File: config.mk
export PLATFORM = sky130hd
export DESIGN_NAME = err_agg_top
export DESIGN_NICKNAME = d
export VERILOG_FILES = /design/src/rtl/err_agg_pkg.sv /design/src/rtl/err_flag_bank.sv /design/src/rtl/err_cause_store.sv /design/src/rtl/err_irq_combine.sv /design/src/rtl/err_agg_top.sv
export SDC_FILE = /design/constraint.sdc
export NUM_CORES = 1
export LEC_CHECK = 0
export BUFFER_PORTS_ARGS = -buffer_cell sky130_fd_sc_hd__buf_2
export CAP_MARGIN = 15
export CORE_MARGIN = 8
export CORE_UTILIZATION = 51
export CTS_CLUSTER_DIAMETER = 120
export DETAILED_ROUTE_END_ITERATION = 12
export HOLD_SLACK_MARGIN = 0.15
export PLACE_DENSITY = 0.85
export SLEW_MARGIN = 25
export SYNTH_ARGS = -nofsm -noshare
export SYNTH_HDL_FRONTEND = slang
export SYNTH_SLANG_ARGS = --single-unit
File: constraint.sdc
create_clock -name clk_i -period 1.2 [get_ports clk_i]
set_input_delay 0 -clock clk_i [delete_from_list [all_inputs] [get_ports clk_i]]
set_output_delay 0 -clock clk_i [all_outputs]
set_load 0.01 [all_outputs]
File: src/rtl/err_agg_pkg.sv
package err_agg_pkg;
  localparam int ADDR_FLAG_EN = 0;
  localparam int ADDR_FLAGS   = 1;
  localparam int ADDR_CODE    = 2;
  localparam int ADDR_INT_EN  = 3;
  localparam int ADDR_INT_STS = 4;
  localparam int ADDR_TX_CNT  = 5;
  localparam int ADDR_RX_CNT  = 6;
  localparam int ERR_STS_BIT  = 5;
endpackage

File: src/rtl/err_flag_bank.sv
module err_flag_bank #(
  parameter int W = 8
) (
  input  logic         clk_i,
  input  logic         rst_ni,
  input  logic [W-1:0] set_i,
  input  logic         clr_wr_i,
  input  logic [W-1:0] clr_data_i,
  input  logic         en_wr_i,
  input  logic [W-1:0] en_data_i,
  output logic [W-1:0] flags_o,
  output logic [W-1:0] en_o,
  output logic         any_o
);
  logic [W-1:0] flags_q, en_q;

  for (genvar k = 0; k < W; k++) begin : g_flag
    always_ff @(posedge clk_i or negedge rst_ni) begin
      if (!rst_ni)           flags_q[k] <= 1'b0;
      else if (set_i[k])     flags_q[k] <= 1'b1;  // set beats clear
      else if (clr_wr_i && !clr_data_i[k]) flags_q[k] <= 1'b0;
    end
  end

  always_ff @(posedge clk_i or negedge rst_ni) begin
    if (!rst_ni)      en_q <= '0;
    else if (en_wr_i) en_q <= en_data_i;
  end

  assign flags_o = flags_q;
  assign en_o    = en_q;
  assign any_o   = |(flags_q & en_q);

  a_r2_evt_sets: assert property (@(posedge clk_i) disable iff (!rst_ni)
    (set_i != '0) |=> ((flags_q & $past(set_i)) == $past(set_i)));
  a_r3_no_spurious_set: assert property (@(posedge clk_i) disable iff (!rst_ni)
    1'b1 |=> ((flags_q & ~$past(flags_q) & ~$past(set_i)) == '0));
  a_r3_zero_clears: assert property (@(posedge clk_i) disable iff (!rst_ni)
    clr_wr_i |=> ((flags_q & ~$past(clr_data_i) & ~$past(set_i)) == '0));
  a_r3_hold_no_write: assert property (@(posedge clk_i) disable iff (!rst_ni)
    !clr_wr_i |=> ((~flags_q & $past(flags_q)) == '0));
endmodule

File: src/rtl/err_cause_store.sv
module err_cause_store #(
  parameter int NCAUSE = 7,
  parameter int DW     = 8
) (
  input  logic              clk_i,
  input  logic              rst_ni,
  input  logic              vld_i,
  input  logic [NCAUSE-1:0] cause_i,
  input  logic              wr_i,
  input  logic [DW-1:0]     wdata_i,
  output logic [DW-1:0]     code_o
);
  localparam int MODE_BIT = DW - 1;

  logic              mode_q;
  logic [NCAUSE-1:0] code_q, code_kept;

  always_comb begin
    code_kept = code_q;
    if (wr_i) code_kept = code_q & wdata_i[NCAUSE-1:0];
  end

  always_ff @(posedge clk_i or negedge rst_ni) begin
    if (!rst_ni) begin
      mode_q <= 1'b0;
      code_q <= '0;
    end else begin
      if (wr_i) mode_q <= wdata_i[MODE_BIT];
      if (vld_i) code_q <= mode_q ? (code_kept | cause_i) : cause_i;
      else       code_q <= code_kept;
    end
  end

  always_comb begin
    code_o = '0;
    code_o[NCAUSE-1:0] = code_q;
    code_o[MODE_BIT]   = mode_q;
  end

  a_r7_latest_only: assert property (@(posedge clk_i) disable iff (!rst_ni)
    (vld_i && !mode_q) |=> (code_q == $past(cause_i)));
  a_r8_accumulate: assert property (@(posedge clk_i) disable iff (!rst_ni)
    (vld_i && mode_q) |=> ((code_q & $past(cause_i)) == $past(cause_i)));
  a_r9_idle_stable: assert property (@(posedge clk_i) disable iff (!rst_ni)
    (!vld_i && !wr_i) |=> ($stable(code_q) && $stable(mode_q)));
endmodule

File: src/rtl/err_irq_combine.sv
module err_irq_combine #(
  parameter int DW      = 8,
  parameter int STS_BIT = 5
) (
  input  logic          clk_i,
  input  logic          rst_ni,
  input  logic          err_sts_i,
  input  logic          ier_wr_i,
  input  logic [DW-1:0] ier_data_i,
  output logic [DW-1:0] ier_o,
  output logic [DW-1:0] isr_o,
  output logic          irq_o
);
  logic [DW-1:0] ier_q;

  always_ff @(posedge clk_i or negedge rst_ni) begin
    if (!rst_ni)       ier_q <= '0;
    else if (ier_wr_i) ier_q <= ier_data_i;
  end

  always_comb begin
    isr_o = '0;
    isr_o[STS_BIT] = err_sts_i;
  end

  assign ier_o = ier_q;
  assign irq_o = |(isr_o & ier_q);

  a_r6_irq_has_source: assert property (@(posedge clk_i) disable iff (!rst_ni)
    irq_o |-> err_sts_i);
endmodule

File: src/rtl/err_agg_top.sv
module err_agg_top
  import err_agg_pkg::*;
#(
  parameter int NUM_EVT   = 8,
  parameter int NUM_CAUSE = 7,
  parameter int CNT_W     = 8,
  parameter int DW        = 8,
  parameter int AW        = 3
) (
  input  logic                 clk_i,
  input  logic                 rst_ni,
  input  logic [NUM_EVT-1:0]   evt_i,
  input  logic                 cause_vld_i,
  input  logic [NUM_CAUSE-1:0] cause_i,
  input  logic [CNT_W-1:0]     tx_cnt_i,
  input  logic [CNT_W-1:0]     rx_cnt_i,
  input  logic                 wr_en_i,
  input  logic [AW-1:0]        addr_i,
  input  logic [DW-1:0]        wdata_i,
  output logic [DW-1:0]        rdata_o,
  output logic                 irq_o
);
  logic [NUM_EVT-1:0] flags, flag_en;
  logic [DW-1:0]      code, ier, isr;
  logic               err_sts;
  logic               wr_en_reg, wr_flags, wr_code, wr_ier;

  assign wr_en_reg = wr_en_i && (addr_i == AW'(ADDR_FLAG_EN));
  assign wr_flags  = wr_en_i && (addr_i == AW'(ADDR_FLAGS));
  assign wr_code   = wr_en_i && (addr_i == AW'(ADDR_CODE));
  assign wr_ier    = wr_en_i && (addr_i == AW'(ADDR_INT_EN));

  err_flag_bank #(.W(NUM_EVT)) u_flags (
    .clk_i      (clk_i),
    .rst_ni     (rst_ni),
    .set_i      (evt_i),
    .clr_wr_i   (wr_flags),
    .clr_data_i (wdata_i[NUM_EVT-1:0]),
    .en_wr_i    (wr_en_reg),
    .en_data_i  (wdata_i[NUM_EVT-1:0]),
    .flags_o    (flags),
    .en_o       (flag_en),
    .any_o      (err_sts)
  );

  err_cause_store #(.NCAUSE(NUM_CAUSE), .DW(DW)) u_cause (
    .clk_i   (clk_i),
    .rst_ni  (rst_ni),
    .vld_i   (cause_vld_i),
    .cause_i (cause_i),
    .wr_i    (wr_code),
    .wdata_i (wdata_i),
    .code_o  (code)
  );

  err_irq_combine #(.DW(DW), .STS_BIT(ERR_STS_BIT)) u_irq (
    .clk_i      (clk_i),
    .rst_ni     (rst_ni),
    .err_sts_i  (err_sts),
    .ier_wr_i   (wr_ier),
    .ier_data_i (wdata_i),
    .ier_o      (ier),
    .isr_o      (isr),
    .irq_o      (irq_o)
  );

  always_comb begin
    rdata_o = '0;
    case (int'(addr_i))
      ADDR_FLAG_EN: rdata_o[NUM_EVT-1:0] = flag_en;
      ADDR_FLAGS:   rdata_o[NUM_EVT-1:0] = flags;
      ADDR_CODE:    rdata_o = code;
      ADDR_INT_EN:  rdata_o = ier;
      ADDR_INT_STS: rdata_o = isr;
      ADDR_TX_CNT:  rdata_o[CNT_W-1:0] = tx_cnt_i;
      ADDR_RX_CNT:  rdata_o[CNT_W-1:0] = rx_cnt_i;
      default:      rdata_o = '0;
    endcase
  end

  a_r5_sts_needs_flag: assert property (@(posedge clk_i) disable iff (!rst_ni)
    isr[ERR_STS_BIT] |-> ((flags & flag_en) != '0));
  a_r5_flag_reaches_sts: assert property (@(posedge clk_i) disable iff (!rst_ni)
    ((flags & flag_en) != '0) |-> isr[ERR_STS_BIT]);
endmodule

### Word level (Yosys, flattened, before mapping)

Index checks and enable logic that the tools add are counted.

* register bits after elaboration: 32
* output and inout port bits: 9
* logic and storage cells: 73

* equality and inequality tests: 6
* mux-type cells: 20
* bitwise gates (word level): 4
* reduce and logical (&&, ||, !) cells: 31

Operators by type and width (count)
* 8-bit one-hot mux with 7 select lines: 1
* 7-bit two-way mux: 3
* 1-bit two-way mux: 16
* 2-bit nonzero test: 8
* 8-bit OR reduction: 2
* 1-bit logical AND: 12
* 3-bit equality test (second input constant): 3
* 6-bit by 8-bit AND with 8-bit output: 1
* 8-bit AND: 1
* 1-bit logical NOT: 8
* 7-bit AND: 1
* 7-bit bitwise OR: 1
* 3-bit by 2-bit equality test with 1-bit output (second input constant): 2
* 3-bit by 1-bit equality test with 1-bit output (second input constant): 1
* 3-bit logical NOT: 1

### Longest topological paths before layout

Gate-level depths: netlist of run 1.

* depth in word-level cells: 6
* gate-level depth with buffers: 6

### Modules after synthesis

A second synthesis of run 1 with hierarchy kept.

* cell total of the unflattened synthesis: 174
* area total of the unflattened synthesis: 2031.9 um^2

Modules (own cells, without submodules)
* err_flag_bank: times used 1, cells an instance 46, area an instance 678.2 um^2, sequential area each 400.4 um^2
* err_agg_top: times used 1, cells an instance 76, area an instance 604.3 um^2, sequential area each 0.0 um^2
* err_irq_combine: times used 1, cells an instance 27, area an instance 401.6 um^2, sequential area each 200.2 um^2
* err_cause_store: times used 1, cells an instance 25, area an instance 347.8 um^2, sequential area each 200.2 um^2

### Least setup slack after synthesis of run 1

No wires, ideal clock.

* kind: input port to flip-flop
* start: in addr_i[0]
* end: reg u_flags.en_q[0], in the netlist u_flags.en_o[0]
* arrival: 902 ps
* required time: 1075 ps
* slack: 173 ps
* stages: 5
* path through: buf_6 nor3b_4 and2_4 buf_12 mux2_4

* word-level cells in the longest chain between the ends: 2

Ends and longest elaborated chain
* start: declaration: RTL line err_agg_top.sv:18 `input logic [AW-1:0] addr_i,`
* 3-bit logical NOT: RTL line err_agg_top.sv:28 `assign wr_en_reg = wr_en_i && (addr_i == AW'(ADDR_FLAG_EN));`
* 1-bit logical AND: RTL line err_agg_top.sv:28
* end signal: assignment: RTL line err_flag_bank.sv:27 `else if (en_wr_i) en_q <= en_data_i;`
* end: declaration: RTL line err_flag_bank.sv:15 `logic [W-1:0] flags_q, en_q;`

No other way between the ends.
A chain may end at the register's enable or synchronous reset.

### Worst setup path after layout of run 1

* start: reg u_flags.en_q[1], in the netlist u_flags.en_o[1]
* end: out rdata_o[5]

* word-level cells in the longest chain between the ends: 3

Ends and longest elaborated chain
* 8-bit AND: RTL line err_flag_bank.sv:32 `assign any_o = |(flags_q & en_q);`
* 8-bit OR reduction: RTL line err_flag_bank.sv:32
* 8-bit one-hot mux with 7 select lines: RTL line err_agg_top.sv:69 `case (int'(addr_i))`
* end: declaration: RTL line err_agg_top.sv:20 `output logic [DW-1:0] rdata_o,`

No other way between the ends.

==> results of run 1 <==
[worst max path at each step]
stage / end / slack (ns) / start / cells past startpoint
floorplan: u_flags.en_o[0]$_DFFE_PN0P_ / 0.17 / addr_i[0] / 5
global placement: rdata_o[5] / -0.03 / u_flags.flags_o[6]$_DFFE_PN0P_ / 5
detailed placement: rdata_o[5] / -0.09 / u_flags.flags_o[6]$_DFFE_PN0P_ / 5
CTS: rdata_o[5] / -0.40 / u_flags.en_o[6]$_DFFE_PN0P_ / 5
global route: rdata_o[5] / -0.53 / u_flags.en_o[2]$_DFFE_PN0P_ / 5
finish: rdata_o[5] / -0.45 / u_flags.en_o[1]$_DFFE_PN0P_ / 5
[registers in the layout (all words and copies together), names as in the netlist]
name / cells
u_flags.flags_o: 8
u_cause.code_q: 7
u_irq.ier_o: 8
u_cause.mode_q: 1
u_flags.en_o: 8
[what timing repair did]
item,in CTS,in global routing
hold endpoints to repair,64,0
hold buffers,31,0
gates resized for setup,11,6
endpoints found under the setup margin,9,10
setup buffers,1,1
pin swaps,10,2
[final cells by class]
class                      instances  area (um^2)  share of cell area (%)
inverter                           3        11.26                  0.4104
timing repair buffer             113        804.5                   29.32
tap                               46        57.56                   2.098
multi-input combinational        118        989.7                   36.07
clock inverter                     3        42.54                   1.550
sequential                        32        800.8                   29.18
clock buffer                       5        37.54                   1.368
[through the flow]
| stage | TNS, ns | worst slack (ns) | utilization (%) | hold slack (ns) |
|---|---|---|---|---|
| 3_5_place_dp | -0.08606 | -0.08606 | 67.26 | 0.04014 |
| 6_report | -2.813 | -0.4519 | 81.58 | 0.1677 |
| 3_3_place_gp | -0.03004 | -0.03004 | 67.26 | 0.03813 |
| 2_1_floorplan | 0 | 0.1727 | - | -0.2956 |
| 5_1_grt | -3.416 | -0.5314 | 81.58 | 0.1622 |
| 4_1_cts | -2.458 | -0.3966 | 80.51 | 0.1580 |
[per-layer routing]
metal | GRT usage (%) | part of all wire (%) | vias up
met5 | 0 | 0 | -
met4 | 16.63 | 4.2 | 0
met3 | 7.368 | 8.9 | 40
met2 | 39.60 | 50 | 149
met1 | 26.77 | 37 | 913
li1 | - | - | 825
[logic make-up (layout without fill, tap and decap cells)]
family / after synthesis / count (layout) / share of synthesized area (%)
muxes: 27 / 27 / 18.81
buffers and inverters: 11 / 124 / 4.996
AOI/OAI and AO/OA: 45 / 45 / 17.21
and+or+nand+nor: 46 / 46 / 14.57
DFF: 32 / 32 / 44.41
[synthesized netlist by cell type (all sizes together)]
library cell  instances
nand4                 3
buf                   8
and3                  1
nor2b                 2
and2b                 2
and2                  2
nor2                  7
dfrtp                32
a22oi                10
mux2                 25
o21ai                10
inv                   3
nand2b                9
nor3b                 1
a221o                 2
o211ai                7
nand3                 2
mux2i                 2
a221oi                7
nand2                17
o22ai                 2
o22a                  1
a21oi                 6
[where the power goes]
group          switching (W)  total, W  internal (W)
Sequential          0.000121   0.00137       0.00125
Combinational       0.000440   0.00102      0.000578
Clock               0.000411  0.000845      0.000434
[critical path: stages, from the launching register on]
cell	delay, ns
dfrtp_1	0.40
a22oi_1	0.22
nand4_1	0.18
a221oi_2	0.25
o21ai_1	0.11
buf_2	0.15
==> impl_summary.txt, run 1 <==
----------------------------------------------------
[Yosys]
  Average size of a mapped cell ... 11.20 um^2
  Cell taking the most area after synthesis ... dfrtp_1
  Net count of the mapped netlist ... 207
  Count of mapped cells out of synthesis ... 161
  Share of synthesized area occupied by flip-flops and latches ... 44.41%
  Ranking of synthesized cells by area ... dfrtp_1 (44%), mux2_4 (8.3%), mux2_2 (6.9%)
  Number of warnings reported in the yosys synthesis log ... 0
  Flip-flop and latch count after synthesis ... 32
  Distinct cells, synth ... 34
  Top-area cell type share of the netlist area ... approximately 44%
  Post-synth design cell area ... 1803 um^2

[Setup path]
  Reg2reg start ... u_cause.mode_q$_DFFE_PN0N_
  Worst reg2reg setup slack ... 0.16 ns
  R2r worst-path depth ... 3
  Maximum fanout encountered on the critical timing path ... 2
  Kind of end point of the critical path ... output pin
  Critical register-to-register path endpoint ... u_cause.code_q[3]$_DFF_PN0_
  Critical Setup Path Class ... register to output pin
  Data arrival, critical path ... 1.65 ns
  Data required time at the worst endpoint ... between 1 and 1.5 ns
  CP startpoint kind ... register

[Final layout]
  Final Non-Filler Cells ... 320
  Most frequent standard cell in the layout excluding fill and tap cells ... buf_2
  Cell area after layout ... 2744 um^2
  Layout cells sized above 1 ... 47.45%
  Layout overhead on the synthesized area ... 52.19%
  Most frequent cells in the layout ... buf_2 (53), dfrtp_1 (32), dlygate4sd3_1 (31), buf_4 (26), nand2_1 (16)
  Fillcell total ... between 150 and 200
  Inserted Diodes ... 0
  Post-layout net count ... roughly 320

[Drt]
  Via count of the routed design ... about 1900
  Number of iterations in the first detailed-routing pass ... 5
  DRC violations left ... 0
  WL per Instance ... 20.81 um
  Vias per inst ... 6.022
  Antenna viol nets, final ... 0
  Detailed Route WL ... 6658 um
  DRC violation total after the first TritonRoute iteration ... 234

[GRT]
  Maximum number of pins on one net before global-route repair ... 33
  Tot GR Track Use ... 24.35%
  Grt total ovfl ... 0
  Via count of the first global-routing pass ... 2060
  First-pass GRT wire length ... 10130 um
  Number of antenna violations at the first check in global routing ... 0

[Die]
  Number of placement rows ... 21
  Boundary Pins ... 55
  Die X-Extent ... 75.46 um
  Effective utilization at floorplan ... 53.61%
  Die area ... 5693 um^2
  Std-Cell Core Area ... 3363 um^2
  Height of the die ... roughly 75 um

[Placement]
  Input/output buffers ... 54
  Routability congestion estimate from global placement ... 0.8888
  Placed standard-cell area ... 2262 um^2
  DP Wirelength ... 3764 um
  Number of instances in the placed design ... 281

[CTS]
  Longest Clk Path Bufs ... 2
  CTS sink count ... 32
  TritonCTS clock tree ... built
  Clock latency on the worst-skew pair ... 0.35 ns
  Cts bufs inserted ... 5
  Clock slew at reported path FFs ... 0.11 ns
  H-tree lvl count ... 2
  Root Driver ... clkbuf_4

[Timing]
  Slew @ Worst Pin ... 0.4666 ns
  Min Tclk post-route ... 1.652 ns
  Final Hold Violating Endpoints ... 0
  Worst slew slack as a fraction of its limit ... between 60 and 70%
  Part of the cycle the worst path needs ... 137.7%
  Worst setup slack after layout ... -0.4519 ns
  Number of endpoints failing setup at the final stage ... 9
  Fmax ... around 610 MHz
  Clock skew after layout ... 0.009332 ns
  Unrepaired setup endpoints after global routing ... yes
  Max Slew Vio Count ... 0

[Status]
  Failing checks ... negative setup slack
  Run status ... finished, violations left

[Pwr]
  VDD IR-drop max ... between 700 and 800 uV
  P_leak ... 1.255 nW
  Total power ... 0.003234 W
  P per Cell Area ... approximately 1200 nW/um^2

[Run]
  MaxCap Viol Count ... 0

[Worst hold path]
  Worst min-delay path startpoint ... wr_en_i
  Min-Delay Path Depth ... 3
  Hold worst-path end ... u_irq.ier_o[4]$_DFFE_PN0P_
  Class of the tightest hold or removal check ... primary input to register

----------------------------------------------------
No activity file was read; power rests on OpenSTA's default activity.
==> run 2: changes to the inputs <==
--- a/config.mk
+++ b/config.mk
@@ -8,11 +8,11 @@
 export BUFFER_PORTS_ARGS = -buffer_cell sky130_fd_sc_hd__buf_2
 export CAP_MARGIN = 15
 export CORE_MARGIN = 8
-export CORE_UTILIZATION = 51
+export CORE_UTILIZATION = 45
 export CTS_CLUSTER_DIAMETER = 120
 export DETAILED_ROUTE_END_ITERATION = 12
 export HOLD_SLACK_MARGIN = 0.15
-export PLACE_DENSITY = 0.85
+export PLACE_DENSITY = 0.77
 export SLEW_MARGIN = 25
 export SYNTH_ARGS = -nofsm -noshare
 export SYNTH_HDL_FRONTEND = slang
==> impl_summary.txt, run 2 (synthesis gave the netlist of run 1 again) <==
----------------------------------------------------
[Status]
  Run status ... finished, violations left
  Failing checks ... negative setup slack

[Timing]
  Final Hold Violating Endpoints ... 0 (unchanged)
  Fmax ... 634.5 MHz (+4.8%)
  Slew @ Worst Pin ... 0.4540 ns (-0.01259 ns)
  Part of the cycle the worst path needs ... 131.3% (-6.3 points)
  Clock skew after layout ... 0.003158 ns (-0.006173 ns)
  Number of endpoints failing setup at the final stage ... 9 (unchanged)
  Max Slew Vio Count ... 0 (unchanged)
  Worst setup slack after layout ... -0.3762 ns (+0.07579 ns)
  Unrepaired setup endpoints after global routing ... yes
  Min Tclk post-route ... 1.576 ns (-0.07579 ns)
  Worst slew slack as a fraction of its limit ... 69.62% (+0.84 points)
  Fin Hold WS ... 0.2162 ns (+0.04849 ns)

[Setup path]
  Data required time at the worst endpoint ... 1.20 ns (about the same)
  Worst reg2reg setup slack ... 0.13 ns (-0.03 ns)
  Maximum fanout encountered on the critical timing path ... 2 (unchanged)
  Source of the critical timing path ... u_flags.flags_o[3]$_DFFE_PN0P_
  Kind of end point of the critical path ... output pin
  End point of the critical path ... rdata_o[5]
  Data arrival, critical path ... 1.58 ns (-0.07 ns)
  R2r worst-path depth ... 3 (unchanged)
  CP startpoint kind ... register
  Critical Setup Path Class ... register to output pin
  Critical register-to-register path endpoint ... u_cause.code_q[5]$_DFF_PN0_
  Reg2reg start ... u_cause.mode_q$_DFFE_PN0N_

[Final layout]
  Layout cells sized above 1 ... 45.19% (-2.3 points)
  Most frequent standard cell in the layout excluding fill and tap cells ... buf_2
  Inserted Diodes ... 0 (unchanged)
  Post-layout net count ... 315 (-1.3%)
  Layout overhead on the synthesized area ... 50.03%
  Cell area after layout ... 2705 um^2 (-1.4%)
  Most frequent cells in the layout ... buf_2 (53), dfrtp_1 (32), dlygate4sd3_1 (31), buf_4 (22), nand2_1 (16)

[CTS]
  CTS sink count ... 32 (unchanged)
  TritonCTS clock tree ... built
  Clock slew at reported path FFs ... 0.07 ns (-0.04 ns)
  H-tree lvl count ... 2 (unchanged)
  Root Driver ... clkbuf_8
  Cts bufs inserted ... 5 (unchanged)
  Clock latency on the worst-skew pair ... 0.30 ns (-0.05 ns)
  Longest Clk Path Bufs ... 2 (unchanged)

[GRT]
  Via count of the first global-routing pass ... 1946 (-5.5%)
  Grt peak-use layer ... met2
  Maximum number of pins on one net before global-route repair ... 33 (unchanged)
  Met2 GRT Util ... 29.99% (-9.6 points)
  Grt total ovfl ... 0 (unchanged)
  First-pass GRT wire length ... 9446 um (-6.7%)
  Met1 usage ... 22.82% (-4.0 points)
  Number of antenna violations at the first check in global routing ... 0 (unchanged)
  Tot GR Track Use ... 19.43% (-4.9 points)
  Global-route met3 utilization ... 6.772% (-0.60 points)

[Drt]
  Number of iterations in the first detailed-routing pass ... 4 (-1)
  Detailed Route WL ... 5942 um (-11%)
  Antenna viol nets, final ... 0 (unchanged)
  DRC violations left ... 0 (unchanged)
  WL per Instance ... 18.57 um (-11%)
  Vias per inst ... 5.553 (-7.8%)
  DRC violation total after the first TritonRoute iteration ... 133 (-43%)
  Via count of the routed design ... 1777 (-7.8%)

[Worst hold path]
  Class of the tightest hold or removal check ... primary input to register
  Min-Delay Path Depth ... 3 (unchanged)

[Die]
  Effective utilization at floorplan ... 46.07% (-7.5 points)
  Number of placement rows ... 23 (+9.5%)
  Die X-Extent ... 79.30 um (+5.1%)
  Boundary Pins ... 55 (unchanged)
  Height of the die ... 79.30 um (+5.1%)
  Die area ... 6288 um^2 (+10%)
  Std-Cell Core Area ... 3914 um^2 (+16%)

[Pwr]
  Power spent charging and discharging nets ... 0.0009248 W (-4.9%)
  Sequential share of power ... 42.7% (+0.3 points)
  VDD IR-drop max ... 914.8 uV (+15%)
  P_leak ... 1.225 nW (-2.4%)
  Total power ... 0.003201 W (-1.0%)
  Internal power summed over all cells ... 0.002277 W (+0.66%)
  Relative contribution of combinational cells to total power ... 29.7% (-1.8 points)
  Clock group share of total power ... 27.6% (+1.5 points)
  Net switching fraction of the power ... 28.89% (-1.2 points)
  P per Cell Area ... 1183 nW/um^2 (+0.41%)

[Placement]
  Input/output buffers ... 54 (unchanged)
  DP Wirelength ... 3800 um (+0.95%)
  Routability congestion estimate from global placement ... 0.8553 (-3.8%)
  Placed standard-cell area ... 2222 um^2 (-1.8%)
  Worst setup timing slack at the placement stage ... -0.06814 ns (+0.01792 ns)

[Run]
  MaxCap Viol Count ... 0 (unchanged)

----------------------------------------------------
-- run 2: worst max-delay path, cell delays in order, from the launching register on --
cell and delay (ns):
dfrtp_1 0.38, a22oi_2 0.20, nand4_1 0.16, a221oi_2 0.27
o21ai_1 0.11, buf_2 0.16
-- run 2: power groups by stage --
stage	Clock [W]	Sequential (W)	Combinational (W)
2_1_floorplan	0	0.00135	0.000458
3_3_place_gp	0	0.00136	0.000777
3_5_place_dp	0	0.00136	0.000796
4_1_cts	0.000894	0.00136	0.000922
5_1_grt	0.000928	0.00138	0.00102
6_report	0.000884	0.00137	0.000951
-- run 2: how the worst min path moves through the flow --
stage | startpoint | endpoint | slack (ns)
finish | wr_en_i | u_irq.ier_o[0]$_DFFE_PN0P_ | 0.22
global route | wr_en_i | u_irq.ier_o[0]$_DFFE_PN0P_ | 0.24
CTS | wr_en_i | u_irq.ier_o[0]$_DFFE_PN0P_ | 0.21
detailed placement | rst_ni | u_cause.mode_q$_DFFE_PN0N_ | 0.05
global placement | rst_ni | u_cause.code_q[3]$_DFF_PN0_ | 0.05
floorplan | rst_ni | u_cause.code_q[0]$_DFF_PN0_ | -0.30
-- run 2: what timing repair did --
action,in CTS,in global routing
endpoints found under the setup margin,9,14
hold endpoints to repair,64,0
hold buffers,31,0
pin swaps,10,3
buffers inserted,3,2
resized for setup,11,4
-- run 2: final cells by class --
type                       count  area (um^2)
tap                           50        62.56
fill                         303         1209
multi-input combinational    118        965.9
timing repair buffer         109        774.5
inverter                       3        11.26
sequential                    32        800.8
clock buffer                   8        90.09
-- run 2: through the flow --
stage	cells	TNS [ns]	util, %
finish	320	-2.167	69.12
CTS	320	-2.047	68.83
floorplan	161	0	-
detailed placement	279	-0.06814	56.78
global route	320	-2.565	69.12
global placement	279	-0.05717	56.78
-- run 2: layer usage --
metal | share of wire [%] | vias to the layer above
met4 | 2.6 | 0
met1 | 40 | 857
met2 | 50 | 86
met3 | 7.9 | 19
li1 | - | 815
met5 | 0 | -
==> run 3: changes to the inputs <==
--- a/config.mk
+++ b/config.mk
@@ -13,6 +13,7 @@
 export DETAILED_ROUTE_END_ITERATION = 12
 export HOLD_SLACK_MARGIN = 0.15
 export PLACE_DENSITY = 0.77
+export RECOVER_POWER = 50
 export SLEW_MARGIN = 25
 export SYNTH_ARGS = -nofsm -noshare
 export SYNTH_HDL_FRONTEND = slang
==> impl_summary.txt, run 3 (synthesis gave the netlist of run 1 again) <==
----------------------------------------------------
[Status]
  Run status ... finished, violations left
  Failing checks ... negative setup slack

[Drt]
  Number of iterations in the first detailed-routing pass ... 4 (unchanged)
  DRC violations left ... 0 (unchanged)
  Via count of the routed design ... 1777 (unchanged)
  Vias per inst ... 5.553 (unchanged)
  DRC violation total after the first TritonRoute iteration ... 133 (unchanged)
  Detailed Route WL ... 5943 um (about the same)
  Antenna viol nets, final ... 0 (unchanged)
  WL per Instance ... 18.57 um (about the same)

[Final layout]
  Layout cells sized above 1 ... 45.19% (unchanged)
  Fraction of the core area covered by cells at the end of the flow ... 69.05% (about the same)
  Post-layout net count ... 315 (unchanged)
  Most frequent cells in the layout ... buf_2 (53), dfrtp_1 (32), dlygate4sd3_1 (31), buf_4 (21), nand2_1 (16)
  Fillcell total ... 304 (+0.33%)
  Inserted Diodes ... 0 (unchanged)
  Layout overhead on the synthesized area ... 49.90% (about the same)
  Most frequent standard cell in the layout excluding fill and tap cells ... buf_2

[Pwr]
  Total power ... 0.003200 W (about the same)
  Sequential share of power ... 42.7% (about the same)
  Clock group share of total power ... 27.6% (about the same)
  Net switching fraction of the power ... 28.90% (about the same)
  P_leak ... 1.224 nW (about the same)
  VDD IR-drop max ... 914.7 uV (about the same)
  Relative contribution of combinational cells to total power ... 29.7% (about the same)
  P per Cell Area ... 1184 nW/um^2 (about the same)
  Internal power summed over all cells ... 0.002275 W (about the same)
  Power spent charging and discharging nets ... 0.0009248 W (about the same)

[Die]
  Die area ... 6288 um^2 (unchanged)
  Die X-Extent ... 79.30 um (unchanged)
  Number of placement rows ... 23 (unchanged)
  Boundary Pins ... 55 (unchanged)
  Height of the die ... 79.30 um (unchanged)
  Effective utilization at floorplan ... 46.07% (unchanged)
  Std-Cell Core Area ... 3914 um^2 (unchanged)

[Timing]
  Worst slew slack as a fraction of its limit ... 44.28% (-25 points)
  Max Slew Vio Count ... 0 (unchanged)
  Number of endpoints failing setup at the final stage ... 9 (unchanged)
  Fmax ... 634.5 MHz (unchanged)
  Min Tclk post-route ... 1.576 ns (unchanged)
  Slew @ Worst Pin ... 0.8358 ns (+0.3818 ns)
  Final Hold Violating Endpoints ... 0 (unchanged)
  Unrepaired setup endpoints after global routing ... yes
  Clock skew after layout ... 0.003158 ns (unchanged)
  Worst setup slack after layout ... -0.3762 ns (unchanged)
  Part of the cycle the worst path needs ... 131.3% (unchanged)

[Worst hold path]
  Worst min-delay path startpoint ... wr_en_i
  Class of the tightest hold or removal check ... primary input to register

[CTS]
  Clock slew at reported path FFs ... 0.07 ns (about the same)
  Clock latency on the worst-skew pair ... 0.30 ns (about the same)
  CTS sink count ... 32 (unchanged)
  TritonCTS clock tree ... built
  Root Driver ... clkbuf_8
  Longest Clk Path Bufs ... 2 (unchanged)
  H-tree lvl count ... 2 (unchanged)
  Cts bufs inserted ... 5 (unchanged)

[Setup path]
  Critical Setup Path Class ... register to output pin
  Data required time at the worst endpoint ... 1.20 ns (about the same)
  Chain of cells forming the critical path ... a22oi_2 > nand4_1 > a221oi_2 > o21ai_1 > buf_2
  Kind of end point of the critical path ... output pin
  Longest individual stage delay on the worst path ... 0.38 ns (about the same)
  Data arrival, critical path ... 1.58 ns (about the same)
  Cell with the biggest individual delay on the critical path ... dfrtp_1
  Source of the critical timing path ... u_flags.flags_o[3]$_DFFE_PN0P_
  Reg2reg start ... u_cause.mode_q$_DFFE_PN0N_
  CP startpoint kind ... register
  Maximum fanout encountered on the critical timing path ... 2 (unchanged)

[Placement]
  Routability congestion estimate from global placement ... 0.8553 (unchanged)
  Input/output buffers ... 54 (unchanged)
  DP Wirelength ... 3800 um (unchanged)
  Worst setup timing slack at the placement stage ... -0.06814 ns (unchanged)

[GRT]
  Met2 GRT Util ... 29.99% (unchanged)
  Number of antenna violations at the first check in global routing ... 0 (unchanged)
  Grt total ovfl ... 0 (unchanged)
  Tot GR Track Use ... 19.43% (unchanged)
  Grt peak-use layer ... met2
  Global-route met3 utilization ... 6.772% (unchanged)
  Met1 usage ... 22.82% (unchanged)
  Via count of the first global-routing pass ... 1946 (unchanged)
  First-pass GRT wire length ... 9446 um (unchanged)
  Maximum number of pins on one net before global-route repair ... 33 (unchanged)

[Run]
  MaxCap Viol Count ... 0 (unchanged)

----------------------------------------------------
-- run 3: cell count changes in the layout (fill, tap and decap cells not counted), sizes merged --
cell    before  now
buf         78   77
clkbuf       8    9
-- run 3: area by class of cell --
cell class | count | area [um^2] | share of cell area [%]
clock buffer | 8 | 90.09 | 3.333
inverter | 3 | 11.26 | 0.4167
multi-input combinational | 118 | 965.9 | 35.74
sequential | 32 | 800.8 | 29.63
tap | 50 | 62.56 | 2.315
timing repair buffer | 109 | 772.0 | 28.56
-- run 3: power groups by stage --
stage               clock (W)  combinational, W  sequential (W)
global route         0.000928           0.00102         0.00138
floorplan                   0          0.000458         0.00135
CTS                  0.000894          0.000922         0.00136
finish               0.000884          0.000950         0.00137
global placement            0          0.000777         0.00136
detailed placement          0          0.000796         0.00136
-- run 3: path summary, 6_finish.rpt --
check | slack, ns | cells after the start | to
setup / recovery | -0.38 | 5 | rdata_o[5]
setup reg to reg | 0.13 | 3 | u_cause.code_q[5]$_DFF_PN0_
max in group asynchronous | 0.26 | 3 | u_flags.en_o[5]$_DFFE_PN0P_
min in group asynchronous | 0.41 | 3 | u_cause.mode_q$_DFFE_PN0N_
hold reg to reg | 0.51 | 1 | u_irq.ier_o[7]$_DFFE_PN0P_
hold / removal | 0.22 | 3 | u_irq.ier_o[0]$_DFFE_PN0P_
-- run 3: per-layer routing --
metal	wire, um	share of wire, %	vias to the layer above
met5	0	0	-
met4	152	2.6	0
met3	468	7.9	19
met2	2951	50	86
met1	2371	40	857
li1	-	-	815
-- run 3: worst max-delay path: cells and delay by family (launching register included) --
kind	cells	cell delay, ns
buffers and inverters	1	0.16
AOI/OAI and AO/OA	3	0.58
DFF	1	0.38
and+or+nand+nor	1	0.16
-- run 3: stage by stage --
stage	std cells	cell area, um^2	setup TNS [ns]	hold slack (ns)
global placement	279	2222	-0.05717	0.04518
detailed placement	279	2222	-0.06814	0.04871
finish	320	2703	-2.167	0.2162
global route	320	2703	-2.565	0.2353
CTS	320	2694	-2.047	0.2082
floorplan	161	1803	0	-0.2956
-- run 3: repair_timing --
action / CTS / global route
cloned: 0 / 0
hold endpoints to repair: 64 / 0
setup buffers: 3 / 2
resized for setup: 11 / 4
setup endpoints to repair: 9 / 14
hold buffers: 31 / 0
pin swaps: 10 / 3
